`src/rtl/acc_alu_pkg.sv`:
```
package acc_alu_pkg;

    typedef enum logic [3:0] {
        OP_ADD = 4'd0,
        OP_ADC = 4'd1,
        OP_SUB = 4'd2,
        OP_SBC = 4'd3,
        OP_CMP = 4'd4,
        OP_AND = 4'd5,
        OP_OR  = 4'd6,
        OP_XOR = 4'd7,
        OP_INC = 4'd8,
        OP_DEC = 4'd9,
        OP_CPL = 4'd10,
        OP_SCF = 4'd11,
        OP_CCF = 4'd12
    } alu_op_e;

    typedef enum logic [1:0] {
        LK_AND = 2'd0,
        LK_OR  = 2'd1,
        LK_XOR = 2'd2,
        LK_INV = 2'd3
    } logic_kind_e;

    // bit order Z,N,H,C from msb to lsb
    typedef struct packed {
        logic z;
        logic n;
        logic h;
        logic c;
    } flag_t;

    localparam int FLAG_CNT = 4;

    localparam logic [FLAG_CNT-1:0] MSK_ALL   = 4'b1111;
    localparam logic [FLAG_CNT-1:0] MSK_STEP  = 4'b1110;
    localparam logic [FLAG_CNT-1:0] MSK_NH    = 4'b0110;
    localparam logic [FLAG_CNT-1:0] MSK_CARRY = 4'b0111;

endpackage

```
`src/rtl/acc_alu_addsub.sv`:
```
// Shared adder/subtractor. Subtraction uses x + ~y + ~bin; carries are
// inverted back so that the outputs always mean "carry" for add and
// "borrow" for subtract.
module acc_alu_addsub #(
    parameter int DATA_W = 8,
    parameter int HALF_W = 4
) (
    input  logic [DATA_W-1:0] x_in,
    input  logic [DATA_W-1:0] y_in,
    input  logic              cb_in,
    input  logic              sub_in,
    output logic [DATA_W-1:0] sum_out,
    output logic              full_out,
    output logic              half_out
);

    logic [DATA_W-1:0] y_eff;
    logic              c_eff;
    logic [DATA_W:0]   wide_tot;
    logic [HALF_W:0]   nib_tot;

    always_comb begin
        y_eff    = sub_in ? ~y_in : y_in;
        c_eff    = sub_in ? ~cb_in : cb_in;
        wide_tot = {1'b0, x_in} + {1'b0, y_eff} + {{DATA_W{1'b0}}, c_eff};
        nib_tot  = {1'b0, x_in[HALF_W-1:0]} + {1'b0, y_eff[HALF_W-1:0]}
                 + {{HALF_W{1'b0}}, c_eff};
        sum_out  = wide_tot[DATA_W-1:0];
        full_out = wide_tot[DATA_W] ^ sub_in;
        half_out = nib_tot[HALF_W] ^ sub_in;
    end

endmodule

```
`src/rtl/acc_alu_logic.sv`:
```
module acc_alu_logic
    import acc_alu_pkg::*;
#(
    parameter int DATA_W = 8
) (
    input  logic [DATA_W-1:0] a_in,
    input  logic [DATA_W-1:0] b_in,
    input  logic_kind_e       kind_in,
    output logic [DATA_W-1:0] res_out
);

    always_comb begin
        case (kind_in)
            LK_AND:  res_out = a_in & b_in;
            LK_OR:   res_out = a_in | b_in;
            LK_XOR:  res_out = a_in ^ b_in;
            default: res_out = ~a_in;
        endcase
    end

endmodule

```
`src/rtl/acc_alu_flagreg.sv`:
```
module acc_alu_flagreg
    import acc_alu_pkg::*;
#(
    parameter int DATA_W   = 8,
    parameter int FLAG_LSB = 4
) (
    input  logic                clk,
    input  logic                rst_n,
    input  logic [FLAG_CNT-1:0] upd_mask,
    input  logic [FLAG_CNT-1:0] upd_val,
    output logic [DATA_W-1:0]   flags_q
);

    logic [FLAG_CNT-1:0] fl_d;
    logic [FLAG_CNT-1:0] fl_q;

    for (genvar gi = 0; gi < FLAG_CNT; gi++) begin : g_bit
        always_comb begin
            fl_d[gi] = upd_mask[gi] ? upd_val[gi] : fl_q[gi];
        end

        // an unmasked flag keeps its value across the edge
        a_r10_hold_unmasked: assert property (@(posedge clk) disable iff (!rst_n)
            !upd_mask[gi] |=> flags_q[FLAG_LSB+gi] == $past(flags_q[FLAG_LSB+gi]));

        // a masked flag takes the proposed value
        a_r10_load_masked: assert property (@(posedge clk) disable iff (!rst_n)
            upd_mask[gi] |=> flags_q[FLAG_LSB+gi] == $past(upd_val[gi]));
    end

    always_ff @(posedge clk) begin
        if (!rst_n) fl_q <= '0;
        else        fl_q <= fl_d;
    end

    always_comb begin
        flags_q = '0;
        flags_q[FLAG_LSB +: FLAG_CNT] = fl_q;
    end

endmodule

```
`src/rtl/acc_alu_core.sv`:
```
module acc_alu_core
    import acc_alu_pkg::*;
#(
    parameter int DATA_W   = 8,
    parameter int HALF_W   = 4,
    parameter int OP_W     = 4,
    parameter int FLAG_LSB = 4
) (
    input  logic                clk,
    input  logic                rst_n,
    input  logic                op_valid,
    input  logic [OP_W-1:0]     op_sel,
    input  logic [DATA_W-1:0]   acc_in,
    input  logic [DATA_W-1:0]   opnd_in,
    input  logic                carry_in,
    output logic [DATA_W-1:0]   result,
    output logic                result_we,
    output logic [FLAG_CNT-1:0] flag_next,
    output logic [FLAG_CNT-1:0] flag_mask,
    output logic [DATA_W-1:0]   flags_q
);

    typedef struct packed {
        logic [DATA_W-1:0] x;
        logic [DATA_W-1:0] y;
        logic              cb;
        logic              sub;
        logic_kind_e       kind;
    } sel_t;

    typedef struct packed {
        logic [DATA_W-1:0]   res;
        logic                we;
        flag_t               fl;
        logic [FLAG_CNT-1:0] msk;
    } out_t;

    alu_op_e           op;
    sel_t              sel_d;
    out_t              out_d;
    logic [DATA_W-1:0] sum_w;
    logic              full_w;
    logic              half_w;
    logic [DATA_W-1:0] lres_w;

    assign op = alu_op_e'(op_sel);

    // operand steering for the shared adder and the logic unit
    always_comb begin
        sel_d      = '0;
        sel_d.x    = acc_in;
        sel_d.y    = opnd_in;
        sel_d.kind = LK_AND;
        case (op)
            OP_ADC:         sel_d.cb  = carry_in;
            OP_SUB, OP_CMP: sel_d.sub = 1'b1;
            OP_SBC: begin
                sel_d.sub = 1'b1;
                sel_d.cb  = carry_in;
            end
            OP_INC, OP_DEC: begin
                sel_d.x   = opnd_in;
                sel_d.y   = '0;
                sel_d.cb  = 1'b1;
                sel_d.sub = (op == OP_DEC);
            end
            OP_OR:   sel_d.kind = LK_OR;
            OP_XOR:  sel_d.kind = LK_XOR;
            OP_CPL:  sel_d.kind = LK_INV;
            default: ;
        endcase
    end

    acc_alu_addsub #(.DATA_W(DATA_W), .HALF_W(HALF_W)) u_addsub (
        .x_in    (sel_d.x),
        .y_in    (sel_d.y),
        .cb_in   (sel_d.cb),
        .sub_in  (sel_d.sub),
        .sum_out (sum_w),
        .full_out(full_w),
        .half_out(half_w)
    );

    acc_alu_logic #(.DATA_W(DATA_W)) u_logic (
        .a_in   (acc_in),
        .b_in   (opnd_in),
        .kind_in(sel_d.kind),
        .res_out(lres_w)
    );

    // per-operation result and flag policy
    always_comb begin
        out_d     = '0;
        out_d.res = sum_w;
        case (op)
            OP_ADD, OP_ADC: begin
                out_d.we  = 1'b1;
                out_d.fl  = '{z: ~|sum_w, n: 1'b0, h: half_w, c: full_w};
                out_d.msk = MSK_ALL;
            end
            OP_SUB, OP_SBC, OP_CMP: begin
                out_d.we  = (op != OP_CMP);
                out_d.fl  = '{z: ~|sum_w, n: 1'b1, h: half_w, c: full_w};
                out_d.msk = MSK_ALL;
            end
            OP_AND: begin
                out_d.res = lres_w;
                out_d.we  = 1'b1;
                out_d.fl  = '{z: ~|lres_w, n: 1'b0, h: 1'b1, c: 1'b0};
                out_d.msk = MSK_ALL;
            end
            OP_OR, OP_XOR: begin
                out_d.res = lres_w;
                out_d.we  = 1'b1;
                out_d.fl  = '{z: ~|lres_w, n: 1'b0, h: 1'b0, c: 1'b0};
                out_d.msk = MSK_ALL;
            end
            OP_INC, OP_DEC: begin
                out_d.we  = 1'b1;
                out_d.fl  = '{z: ~|sum_w, n: (op == OP_DEC), h: half_w, c: 1'b0};
                out_d.msk = MSK_STEP;
            end
            OP_CPL: begin
                out_d.res = lres_w;
                out_d.we  = 1'b1;
                out_d.fl  = '{z: 1'b0, n: 1'b1, h: 1'b1, c: 1'b0};
                out_d.msk = MSK_NH;
            end
            OP_SCF: begin
                out_d.fl  = '{z: 1'b0, n: 1'b0, h: 1'b0, c: 1'b1};
                out_d.msk = MSK_CARRY;
            end
            OP_CCF: begin
                out_d.fl  = '{z: 1'b0, n: 1'b0, h: 1'b0, c: ~carry_in};
                out_d.msk = MSK_CARRY;
            end
            default: ;
        endcase
        if (!op_valid) begin
            out_d.we  = 1'b0;
            out_d.msk = '0;
        end
    end

    assign result    = out_d.res;
    assign result_we = out_d.we;
    assign flag_next = out_d.fl;
    assign flag_mask = out_d.msk;

    acc_alu_flagreg #(.DATA_W(DATA_W), .FLAG_LSB(FLAG_LSB)) u_flags (
        .clk     (clk),
        .rst_n   (rst_n),
        .upd_mask(flag_mask),
        .upd_val (flag_next),
        .flags_q (flags_q)
    );

    a_r3_cmp_no_write: assert property (@(posedge clk) disable iff (!rst_n)
        (op_valid && op_sel == OP_CMP) |-> (!result_we && flag_next[2] && flag_mask == MSK_ALL));

    a_r4_and_half_forced: assert property (@(posedge clk) disable iff (!rst_n)
        (op_valid && op_sel == OP_AND) |-> (flag_next[1] && !flag_next[0] && !flag_next[2]));

    a_r6_step_keeps_carry: assert property (@(posedge clk) disable iff (!rst_n)
        (op_valid && (op_sel == OP_INC || op_sel == OP_DEC)) |-> !flag_mask[0]);

    a_r8_scf_no_write: assert property (@(posedge clk) disable iff (!rst_n)
        (op_valid && op_sel == OP_SCF) |-> (!result_we && flag_next[0] && !flag_mask[3]));

    a_r1_zero_matches: assert property (@(posedge clk) disable iff (!rst_n)
        (result_we && flag_mask[3]) |-> (flag_next[3] == (result == '0)));

    a_r10_idle_quiet: assert property (@(posedge clk) disable iff (!rst_n)
        !op_valid |-> (flag_mask == '0 && !result_we));

endmodule

```
`config.mk`:
```
export PLATFORM = sky130hd
export DESIGN_NAME = acc_alu_core
export DESIGN_NICKNAME = d
export VERILOG_FILES = /design/src/rtl/acc_alu_pkg.sv /design/src/rtl/acc_alu_addsub.sv /design/src/rtl/acc_alu_logic.sv /design/src/rtl/acc_alu_flagreg.sv /design/src/rtl/acc_alu_core.sv
export SDC_FILE = /design/constraint.sdc
export NUM_CORES = 1
export LEC_CHECK = 0
export ABC_AREA = 1
export BUFFER_PORTS_ARGS = -buffer_cell sky130_fd_sc_hd__clkbuf_2
export CORE_MARGIN = 1
export CORE_UTILIZATION = 58
export DETAILED_ROUTE_END_ITERATION = 8
export PLACE_DENSITY = 0.88
export SYNTH_ARGS = -nofsm -noshare
export SYNTH_HDL_FRONTEND = slang
export SYNTH_SLANG_ARGS = --single-unit
```
`constraint.sdc`:
```
create_clock -name clk -period 9 [get_ports clk]
set_clock_uncertainty 0.15 [all_clocks]
set_input_delay 1.35 -clock clk [delete_from_list [all_inputs] [get_ports clk]]
set_output_delay 1.35 -clock clk [all_outputs]
set_load 0.02 [all_outputs]
```
==> results of run 1 <==
## final cells by class
type,instances,area [um^2],share of cell area (%)
Multi-Input combinational cell,241,1360,71.3
Timing Repair Buffer,44,220,11.5
Inverter,50,188,9.82
Sequential cell,4,80.1,4.19
Tap cell,31,38.8,2.03
Clock buffer,3,22.5,1.18
## routing by layer
metal	global-route usage (%)	wire length [um]	up-vias
li1	-	-	1028
met1	34.7	1880	828
met2	45.7	1760	90
met5	0	0	-
met3	2.09	264	23
met4	18.1	240	0
## where the power goes
| group | leakage (nW) | switching, mW | internal (mW) |
|---|---|---|---|
| combinational | 1.13 | 0.108 | 0.0556 |
| clock | 0.0138 | 0.00778 | 0.0149 |
| sequential | 0.0330 | 0.000619 | 0.0193 |
| total | 1.18 | 0.117 | 0.0898 |
## logic make-up after synthesis
| kind of cell | after synthesis | synth area share (%) |
|---|---|---|
| adder cells (fa/ha/maj) | 25 | 19.3 |
| XOR/XNOR | 13 | 6.69 |
| flip-flops | 4 | 4.71 |
| buffers and inverters | 61 | 16.0 |
| AO/OA/AOI/OAI | 41 | 12.9 |
| AND/OR/NAND/NOR | 158 | 40.3 |
| other | 1 | 0.220 |
## worst max path at each step
stage	startpoint	to	slack, ns
after floorplan	op_sel[3]	flag_next[0]	3.80
after CTS	op_sel[3]	flag_next[0]	3.08
final	op_sel[3]	flag_next[0]	3.09
after global routing	op_sel[3]	flag_next[0]	2.75
after detailed placement	op_sel[3]	flag_next[0]	3.09
after global placement	op_sel[3]	flag_next[0]	3.17
## placed cells by master (no fill, tap or decap)
cell      count
nand2_1     103
inv_1        46
o211ai_2      1
clkbuf_4      3
nand3b_1      6
xnor2_1       9
a31oi_1       1
nor2_4        2
nand3_2       1
dfxtp_1       4
nand2_2       2
nand4_1       5
o21ai_0      24
a21boi_0      1
nor2_1       15
xor2_1        4
o21a_1        1
clkbuf_2     44
a21oi_1      13
nand3_1      21
nor2_2        1
nor3_1        2
inv_2         4
conb_1        4
ha_1         23
fa_1          2
## worst max-delay path: cells and delay by family
kind            cells  cell delay [ns]
compound gates      3             1.05
fa+ha+maj           2             0.66
simple gates        7             0.65
buf+inv             4             0.52
xor+xnor            1             0.18
==> results.md, run 1 <==
* Run status: finished clean
* DRC viols at 0
* Pre-Repair DR Iteration Count at 4
* Regs by FF count: u_flags.fl_q: 4 flops
* Total CTS buffers at 3
* Clk_lat worst skew at 0.24 ns
* Root Buffer Master: clkbuf_4
* Post-synth top cells: nand2_1, inv_1, o21ai_0, ha_1, nand3_1
* Seq cells post-synth at 4
* Worst hold path class: reg2reg
* Area share of the largest cell type after synthesis at 22.7%
* Critical path class: in2out
* WL/cell at 11.1 um
* Synth cell types at 29
* Final Core Density at 69.3%
* Setup bufs post-CTS at 0
* Unrepaired setup endpoints after global routing: false
* CP Max Fanout at 12
* CTS clk-pin slew, worst paths at 0.04 ns
* Fill cell count at 293
* Reg2reg end: u_flags.fl_q[0]$_SDFFE_PN0P_
* Rows at 19
* Drt first-iter violations at 69
* CP max-delay cell: o211ai_2
* Port bufs at 44
* Worst Tran Pin Value at 0.760 ns
* Die Ht at 56.2 um
* Period utilization at 65.7%
* Cell chain of the critical path: clkbuf_2 -> inv_2 -> nand2_1 -> o211ai_2 -> xor2_1 -> fa_1 -> inv_1 -> fa_1 -> a21oi_1 -> o21ai_0 -> nand4_1 -> nand2_1 -> nand2_1 -> nand2_1 -> nand2_1 -> nand2_1 -> clkbuf_2
* GRT Total Usage at 27.8%
* # setup viols final at 0
* Nets at 393
* Hold Path Cell Cnt at 2
* Sum of negative setup slack at 0 ns
* Synth area leaders: nand2_1, ha_1, inv_1
* Final Max Slew Viols at 0
* Area of the mapped netlist at 1700 um^2
* Critical Path RT at 7.50 ns
* F_max at 0.169 GHz
* Hold Crit Start: u_flags.fl_q[2]$_SDFFE_PN0P_
* Hold bufs inserted after CTS at 0
* Post_cts resized at 0
* Fin. Hold Viols at 0
* Avg Synthesized Cell Area at 5.62 um^2
* Sink Count at 4
* Maximum capacitance violations at 0
* HPWL after DPL at 3510 um
* Synth-to-Final Area Change at 12.3%
* Die W at 56.2 um
* CTS tree: built
* Routed Antenna Nets at 0
* Leading cell type by number of instances after synthesis: nand2_1
* Total power at 0.206 mW
* R2R setup slack at 8.18 ns
* Largest Register: u_flags.fl_q
* Worst setup SP type: primary input
* Pleak at 1.18 nW
* Async set or reset register ratio after synthesis at 0%
* Hold path endpoint: u_flags.fl_q[2]$_SDFFE_PN0P_
* Largest register FFs at 4
* Setup WS post-layout at 3.09 ns
* Synth warn at 0
* Final std cells w/o fill at 373
* Power per Cell Area at 108 nW/um^2
* Routed vias at 1,969
* Peak supply drop at 0.116 mV
* Largest net degree at the start of global routing at 28
* Dominant cell type by area after synthesis: nand2_1
* Grt ovf at 0
* Core ar. at 2760 um^2
* WL final at 4140 um
* Share of cells above drive strength 1 at 17.0%
* Min Tclk post-route at 5.91 ns
* Final instance area at 1910 um^2
* Worst EP arrival at 4.41 ns
* Top Ports at 49
* Vias per Instance at 5.28
* Placed Cells incl. Taps at 370
* Crit path largest cell delay at 0.63 ns
* Syn Inst Count at 303
* Crit path top cell by count: nand2_1
* Post-synthesis sequential area ratio at 4.71%
* Setup crit end kind: primary output
* Initial antenna violation count at 0
* Post-synth EDFFs at 0
* H-tree lvl count at 1
* Ys flop type: dfxtp_1
* Worst R2R Path Depth at 3
* Post-DP Area at 1890 um^2
* Initial Util at 61.7%
* Setup Slack @ Placement at 3.09 ns
* Reg2reg start: u_flags.fl_q[0]$_SDFFE_PN0P_
* First-pass GRT wire length at 7050 um
* Vias in the first global route at 1,743
* CTS max path bufs at 2
* Ant. Diodes at 0
* Max-Slew Margin vs Limit at 49.2%
* Placer Congestion at 0.986
* Hold_ws at 0.396 ns
* Die area at 3150 um^2
(Power assumes the default switching activity.)
==> inputs of run 2 (changes only) <==
--- a/config.mk
+++ b/config.mk
@@ -5,12 +5,12 @@
 export SDC_FILE = /design/constraint.sdc
 export NUM_CORES = 1
 export LEC_CHECK = 0
-export ABC_AREA = 1
+export ABC_AREA = 0
 export BUFFER_PORTS_ARGS = -buffer_cell sky130_fd_sc_hd__clkbuf_2
 export CORE_MARGIN = 1
-export CORE_UTILIZATION = 58
+export CORE_UTILIZATION = 48
 export DETAILED_ROUTE_END_ITERATION = 8
-export PLACE_DENSITY = 0.88
+export PLACE_DENSITY = 0.78
 export SYNTH_ARGS = -nofsm -noshare
 export SYNTH_HDL_FRONTEND = slang
 export SYNTH_SLANG_ARGS = --single-unit
==> constraint.sdc (replaced) <==
create_clock -name clk -period 5.28 [get_ports clk]
set_clock_uncertainty 0.15 [all_clocks]
set_input_delay 0.792 -clock clk [delete_from_list [all_inputs] [get_ports clk]]
set_output_delay 0.792 -clock clk [all_outputs]
set_load 0.02 [all_outputs]
==> results.md, run 2 <==
* Die area at 3720 um^2 (+18%)
* Drt first-iter violations at 189 (+170%)
* Hold bufs inserted after CTS at 0 (unchanged)
* Routed Antenna Nets at 0 (unchanged)
* # setup viols final at 0 (unchanged)
* Total CTS buffers at 3 (unchanged)
* R2R setup slack at 4.47 ns (-3.71 ns)
* CTS clk-pin slew, worst paths at 0.04 ns (about the same)
* Syn Inst Count at 241 (-20%)
* Core ar. at 3340 um^2 (+21%)
* Grt ovf at 0 (unchanged)
* Peak supply drop at 0.0659 mV (-43%)
* Setup crit end kind: primary output
* Sink Count at 4 (unchanged)
* Period utilization at 91.2%
* Hold path endpoint: u_flags.fl_q[2]$_SDFFE_PN0P_
* H-tree lvl count at 1 (unchanged)
* Critical Path RT at 4.34 ns (-3.16 ns)
* Critical path class: in2out
* Synth-to-Final Area Change at 14.5%
* Final instance area at 1910 um^2 (unchanged)
* Most frequent cells in the layout: clkbuf_2, nand2_1, inv_1, ha_1, nor2_1
* Unrepaired setup endpoints after global routing: false
* Largest net degree at the start of global routing at 21 (-25%)
* Die Ht at 61.0 um (+8.6%)
* Regs by FF count: u_flags.fl_q: 4 flops
* Area of the mapped netlist at 1670 um^2 (-1.9%)
* WL final at 4250 um (+2.5%)
* Pre-Repair DR Iteration Count at 4 (unchanged)
* Pleak at 1.01 nW (-15%)
* Reg2reg start: u_flags.fl_q[0]$_SDFFE_PN0P_
* DRC viols at 0 (unchanged)
* Post-DP Area at 1890 um^2 (unchanged)
* Placer Congestion at 0.906 (-8.1%)
* Min Tclk post-route at 4.81 ns
* Async set or reset register ratio after synthesis at 0% (unchanged)
* Final Core Density at 57.3% (-12 points)
* Worst EP arrival at 3.87 ns (-0.54 ns)
* Setup bufs post-CTS at 0 (unchanged)
* Power per Cell Area at 185 nW/um^2 (+71%)
* Post-synthesis sequential area ratio at 4.80% (+0.092 points)
* Seq cells post-synth at 4 (unchanged)
* Routed vias at 1,795 (-8.8%)
* Synth warn at 0 (unchanged)
* Largest Register: u_flags.fl_q
* GRT Total Usage at 23.7% (-4.1 points)
* Port bufs at 44 (unchanged)
* Rows at 21 (+2)
* CTS max path bufs at 2 (unchanged)
* Fin. Hold Viols at 0 (unchanged)
* Post-synth EDFFs at 0 (unchanged)
* First-pass GRT wire length at 6670 um (-5.5%)
* CTS tree: built
* Post-synth top cells: nand2_1, inv_1, ha_1, nor2_1, o21ai_0
* Ys flop type: dfxtp_1
* Die W at 61.0 um (+8.6%)
* Run status: finished clean
* Leading cell type by number of instances after synthesis: nand2_1
* Hold Path Cell Cnt at 1 (-1)
* Hold Crit Start: u_flags.fl_q[2]$_SDFFE_PN0P_
* Worst setup SP type: primary input
* Worst hold path class: reg2reg
* Vias in the first global route at 1,555 (-11%)
* Post_cts resized at 0 (unchanged)
* Final Max Slew Viols at 0 (unchanged)
* Nets at 329 (-16%)
* Area share of the largest cell type after synthesis at 17.2% (-5.5 points)
* Clk_lat worst skew at 0.23 ns (about the same)
* HPWL after DPL at 3410 um (-2.9%)
* Vias per Instance at 5.54 (+5.0%)
* Worst R2R Path Depth at 2 (-1)
* Root Buffer Master: clkbuf_4
* Share of cells above drive strength 1 at 23.4% (+6.4 points)
* Synth area leaders: ha_1, nand2_1, xnor2_1
* WL/cell at 13.1 um (+18%)
* Commonest non-fill, non-tap cell in the layout: clkbuf_2
* Synth cell types at 53 (+83%)
* Avg Synthesized Cell Area at 6.93 um^2 (+23%)
* Setup WS post-layout at 0.467 ns (-2.62 ns)
* Ant. Diodes at 0 (unchanged)
* Largest register FFs at 4 (unchanged)
* Maximum capacitance violations at 0 (unchanged)
* Reg2reg end: u_flags.fl_q[0]$_SDFFE_PN0P_
* Sum of negative setup slack at 0 ns (unchanged)
* Dominant cell type by area after synthesis: ha_1
* Top Ports at 49 (unchanged)
* Initial Util at 50.0% (-12 points)
* CP Max Fanout at 20 (+8)
* Initial antenna violation count at 0 (unchanged)
* F_max at 0.208 GHz
* Setup Slack @ Placement at 0.484 ns (-2.60 ns)
[run 2: worst max path at each step]
stage | startpoint | to | slack [ns] | cells after the start
after floorplan | op_sel[2] | flag_next[3] | 0.78 | 16
after global placement | op_sel[2] | flag_next[3] | 0.60 | 15
after detailed placement | op_sel[3] | flag_next[3] | 0.48 | 15
after CTS | op_sel[3] | flag_next[3] | 0.48 | 15
after global routing | op_sel[3] | flag_next[3] | 0.21 | 14
final | op_sel[3] | flag_next[3] | 0.47 | 15
[run 2: stage by stage]
stage / hold slack [ns] / total power [mW] / instances
after detailed placement: 0.335 / 0.312 / 321
after global placement: 0.331 / 0.309 / 321
final: 0.340 / 0.353 / 324
after CTS: 0.343 / 0.352 / 324
after global routing: 0.362 / 0.386 / 324
after floorplan: 0.455 / 0.240 / 244
[run 2: cell type report]
class | instances | area (um^2)
Fill cell | 333 | 1430
Multi-Input combinational cell | 195 | 1400
Timing Repair Buffer | 48 | 250
Inverter | 28 | 105
Sequential cell | 4 | 80.1
Tap cell | 46 | 57.6
Clock buffer | 3 | 22.5
[run 2: power breakdown]
group	switching [mW]	total (mW)	internal (mW)
registers	0.00104	0.0339	0.0329
clock network	0.0122	0.0376	0.0254
logic	0.173	0.281	0.108
total	0.187	0.353	0.166
[run 2: critical path: stages]
cell and delay (ns):
clkbuf_2 0.25, nand2b_1 0.25, nor3_1 0.27, a21oi_1 0.12, xnor2_1 0.23, fa_1 0.22, inv_1 0.05, fa_1 0.39
a21o_1 0.18, a21o_1 0.25, xor2_1 0.18, a211oi_1 0.24, nand4_1 0.18, nand2_1 0.10, clkbuf_2 0.16
[run 2: cells by family (layout without fill, tap and decap cells)]
family	count (synthesis)	after routing	synth area share (%)
simple gates	80	80	24.4
fa+ha+maj	25	25	19.6
buf+inv	45	79	12.3
mux	9	9	5.47
other cells	1	4	0.225
compound gates	63	63	25.8
xor+xnor	14	14	7.35
flops	4	4	4.80
[run 2: metal layers]
layer	part of all wire (%)	GRT usage, %	vias up	routed length (um)
li1	-	-	912	-
met1	45	30.0	815	1890
met2	49	42.9	62	2090
met3	5.2	1.28	6	220
met4	1.1	7.79	0	48
met5	0	0	-	0
==> inputs of run 3 (changes only) <==
--- a/config.mk
+++ b/config.mk
@@ -7,10 +7,13 @@
 export LEC_CHECK = 0
 export ABC_AREA = 0
 export BUFFER_PORTS_ARGS = -buffer_cell sky130_fd_sc_hd__clkbuf_2
+export CELL_PAD_IN_SITES_DETAIL_PLACEMENT = 1
+export CELL_PAD_IN_SITES_GLOBAL_PLACEMENT = 1
+export CORE_ASPECT_RATIO = 0.9
 export CORE_MARGIN = 1
-export CORE_UTILIZATION = 48
+export CORE_UTILIZATION = 33
 export DETAILED_ROUTE_END_ITERATION = 8
-export PLACE_DENSITY = 0.78
+export PLACE_DENSITY_LB_ADDON = 0.1
 export SYNTH_ARGS = -nofsm -noshare
 export SYNTH_HDL_FRONTEND = slang
 export SYNTH_SLANG_ARGS = --single-unit
==> results.md, run 3 (synthesized netlist as in run 2, its figures left out) <==
* Hold bufs inserted after CTS at 0 (unchanged)
* Final Core Density at 40.5% (-17 points)
* Share of cells above drive strength 1 at 23.9% (+0.55 points)
* Setup crit end kind: primary output
* Switching pwr at 0.193 mW (+3.2%)
* Pre-Repair DR Iteration Count at 8 (+4)
* Run status: complete, but fails checks
* Reg power frac at 8.9% (-0.7 points)
* Vias in the first global route at 1,782 (+15%)
* Worst setup SP type: primary input
* Cell chain of the critical path: clkbuf_2 -> buf_4 -> nand2b_1 -> nor3_1 -> a21oi_1 -> xnor2_1 -> fa_1 -> inv_1 -> fa_1 -> a21o_1 -> a21o_1 -> xor2_1 -> a211oi_1 -> nand4_1 -> nand2_1 -> clkbuf_2
* Fill cell count at 654 (+96%)
* CTS tree: built
* CTS clk-pin slew, worst paths at 0.03 ns (about the same)
* Sum of negative setup slack at 0 ns (unchanged)
* Routed Antenna Nets at 0 (unchanged)
* Rows at 24 (+14%)
* Die Ht at 69.5 um (+14%)
* Die area at 5350 um^2 (+44%)
* Unrepaired setup endpoints after global routing: false
* Reg2reg end: u_flags.fl_q[3]$_SDFFE_PN0P_
* Worst hold path class: reg2reg
* Most frequent cells in the layout: clkbuf_2, nand2_1, inv_1, ha_1, nor2_1
* Port bufs at 44 (unchanged)
* Setup bufs post-CTS at 0 (unchanged)
* R2R setup slack at 4.48 ns (about the same)
* CTS max path bufs at 2 (unchanged)
* Crit path largest cell delay at 0.40 ns (about the same)
* Maximum capacitance violations at 0 (unchanged)
* Sequential Area at 80.1 um^2 (unchanged)
* Clk_lat worst skew at 0.21 ns (-0.02 ns)
* Commonest non-fill, non-tap cell in the layout: clkbuf_2
* Pint at 0.190 mW (+15%)
* Crit. Startpoint: op_sel[2]
* Comb pwr share at 74.3% (-5.4 points)
* Post_cts resized at 0 (unchanged)
* Nets at 331 (+0.61%)
* Sink Count at 4 (unchanged)
* Area of the multi-input gates at 1400 um^2 (unchanged)
* Die W at 77.0 um (+26%)
* Routed vias at 1,803 (+0.45%)
* Largest register FFs at 4 (unchanged)
* Clock network power share at 16.8% (+6.1 points)
* Core ar. at 4860 um^2 (+46%)
* WL/cell at 14.9 um (+14%)
* WL final at 5150 um (+21%)
* CP max-delay cell: fa_1
* Critical Path RT at 4.34 ns (about the same)
* Worst EP arrival at 3.81 ns (-0.06 ns)
* First-pass GRT wire length at 8490 um (+27%)
* H-tree lvl count at 1 (unchanged)
* Peak supply drop at 0.0970 mV (+47%)
* Failing checks: design-rule violations
* Largest Register: u_flags.fl_q
* Power per Cell Area at 195 nW/um^2 (+5.5%)
* Max-Slew Margin vs Limit at 64.0%
* Final Max Slew Viols at 0 (unchanged)
* CP Max Fanout at 8 (-60%)
* Initial antenna violation count at 0 (unchanged)
* Regs by FF count: u_flags.fl_q: 4 flops
* GRT Total Usage at 19.8% (-3.9 points)
* Drt first-iter violations at 62 (-67%)
* Reg2reg start: u_flags.fl_q[3]$_SDFFE_PN0P_
* CP Capture Point: flag_next[3]
* Fin. Hold Viols at 0 (unchanged)
* Total CTS buffers at 3 (unchanged)
* DRC viols at 1 (+1)
* Vias per Instance at 5.23 (-5.7%)
* Min Tclk post-route at 4.75 ns (-0.0600 ns)
* Worst Tran Pin Value at 0.538 ns
* Sw frac at 50.3% (-2.6 points)
* HPWL after DPL at 4330 um (+27%)
* Grt ovf at 0 (unchanged)
* F_max at 0.210 GHz (+1.3%)
* Placer Congestion at 0.792 (-13%)
* Largest net degree at the start of global routing at 16 (-24%)
* Pleak at 1.02 nW (+1.7%)
* Initial Util at 34.3% (-16 points)
* Top Ports at 49 (unchanged)
* # setup viols final at 0 (unchanged)
* Period utilization at 90.0% (-1.1 points)
* Synth-to-Final Area Change at 17.9%
* Critical path class: in2out
* Root Buffer Master: clkbuf_8
* Worst R2R Path Depth at 2 (unchanged)
* Ant. Diodes at 0 (unchanged)
## run 3: changes by cell type in the layout (fill, tap and decap cells not counted)
cell and change:
clkbuf_4 -3, clkbuf_8 +3, buf_4 +2
## run 3: critical path, delay by kind of cell
kind,cells,cell delay [ns]
buffers and inverters,4,0.54
AOI/OAI and AO/OA,4,0.78
adders and majority gates,2,0.63
and+or+nand+nor,4,0.67
xor gates and xnor gates,2,0.40
## run 3: power groups by stage
stage / logic, mW / clock network (mW) / registers [mW]
global placement: 0.285 / 0 / 0.0343
floorplan: 0.202 / 0 / 0.0374
CTS: 0.288 / 0.0661 / 0.0340
detailed placement: 0.286 / 0 / 0.0345
global route: 0.317 / 0.0686 / 0.0344
finish: 0.285 / 0.0645 / 0.0340
## run 3: per-stage QoR
stage	setup slack, ns	cells	power, mW	hold slack (ns)	instance area (um^2)
2_1_floorplan	0.784	244	0.240	0.455	1680
3_3_place_gp	0.612	342	0.319	0.336	1930
3_5_place_dp	0.512	342	0.320	0.339	1930
4_1_cts	0.493	345	0.388	0.346	1970
5_1_grt	0.242	345	0.419	0.377	1970
6_report	0.527	345	0.383	0.340	1970
## run 3: area by class of cell
class | instances | share of cell area [%]
multi-input cells | 195 | 70.9
repair buffers | 50 | 13.5
inverters | 28 | 5.34
well taps | 65 | 4.13
flip-flops and latches | 4 | 4.07
clock buffers | 3 | 2.10
## run 3: worst min path at each step
stage	startpoint	to	slack [ns]	cells after the start
final	u_flags.fl_q[2]$_SDFFE_PN0P_	u_flags.fl_q[2]$_SDFFE_PN0P_	0.34	1
after global placement	u_flags.fl_q[2]$_SDFFE_PN0P_	u_flags.fl_q[2]$_SDFFE_PN0P_	0.34	1
after detailed placement	u_flags.fl_q[2]$_SDFFE_PN0P_	u_flags.fl_q[2]$_SDFFE_PN0P_	0.34	1
after floorplan	u_flags.fl_q[0]$_SDFFE_PN0P_	u_flags.fl_q[0]$_SDFFE_PN0P_	0.46	2
after CTS	u_flags.fl_q[2]$_SDFFE_PN0P_	u_flags.fl_q[2]$_SDFFE_PN0P_	0.35	1
after global routing	u_flags.fl_q[2]$_SDFFE_PN0P_	u_flags.fl_q[2]$_SDFFE_PN0P_	0.38	1
## run 3: metal layers
layer	wire length [um]	track usage (%)
met5	0	0
met4	16	0.855
met3	268	3.68
met2	2370	33.4
met1	2500	27.3
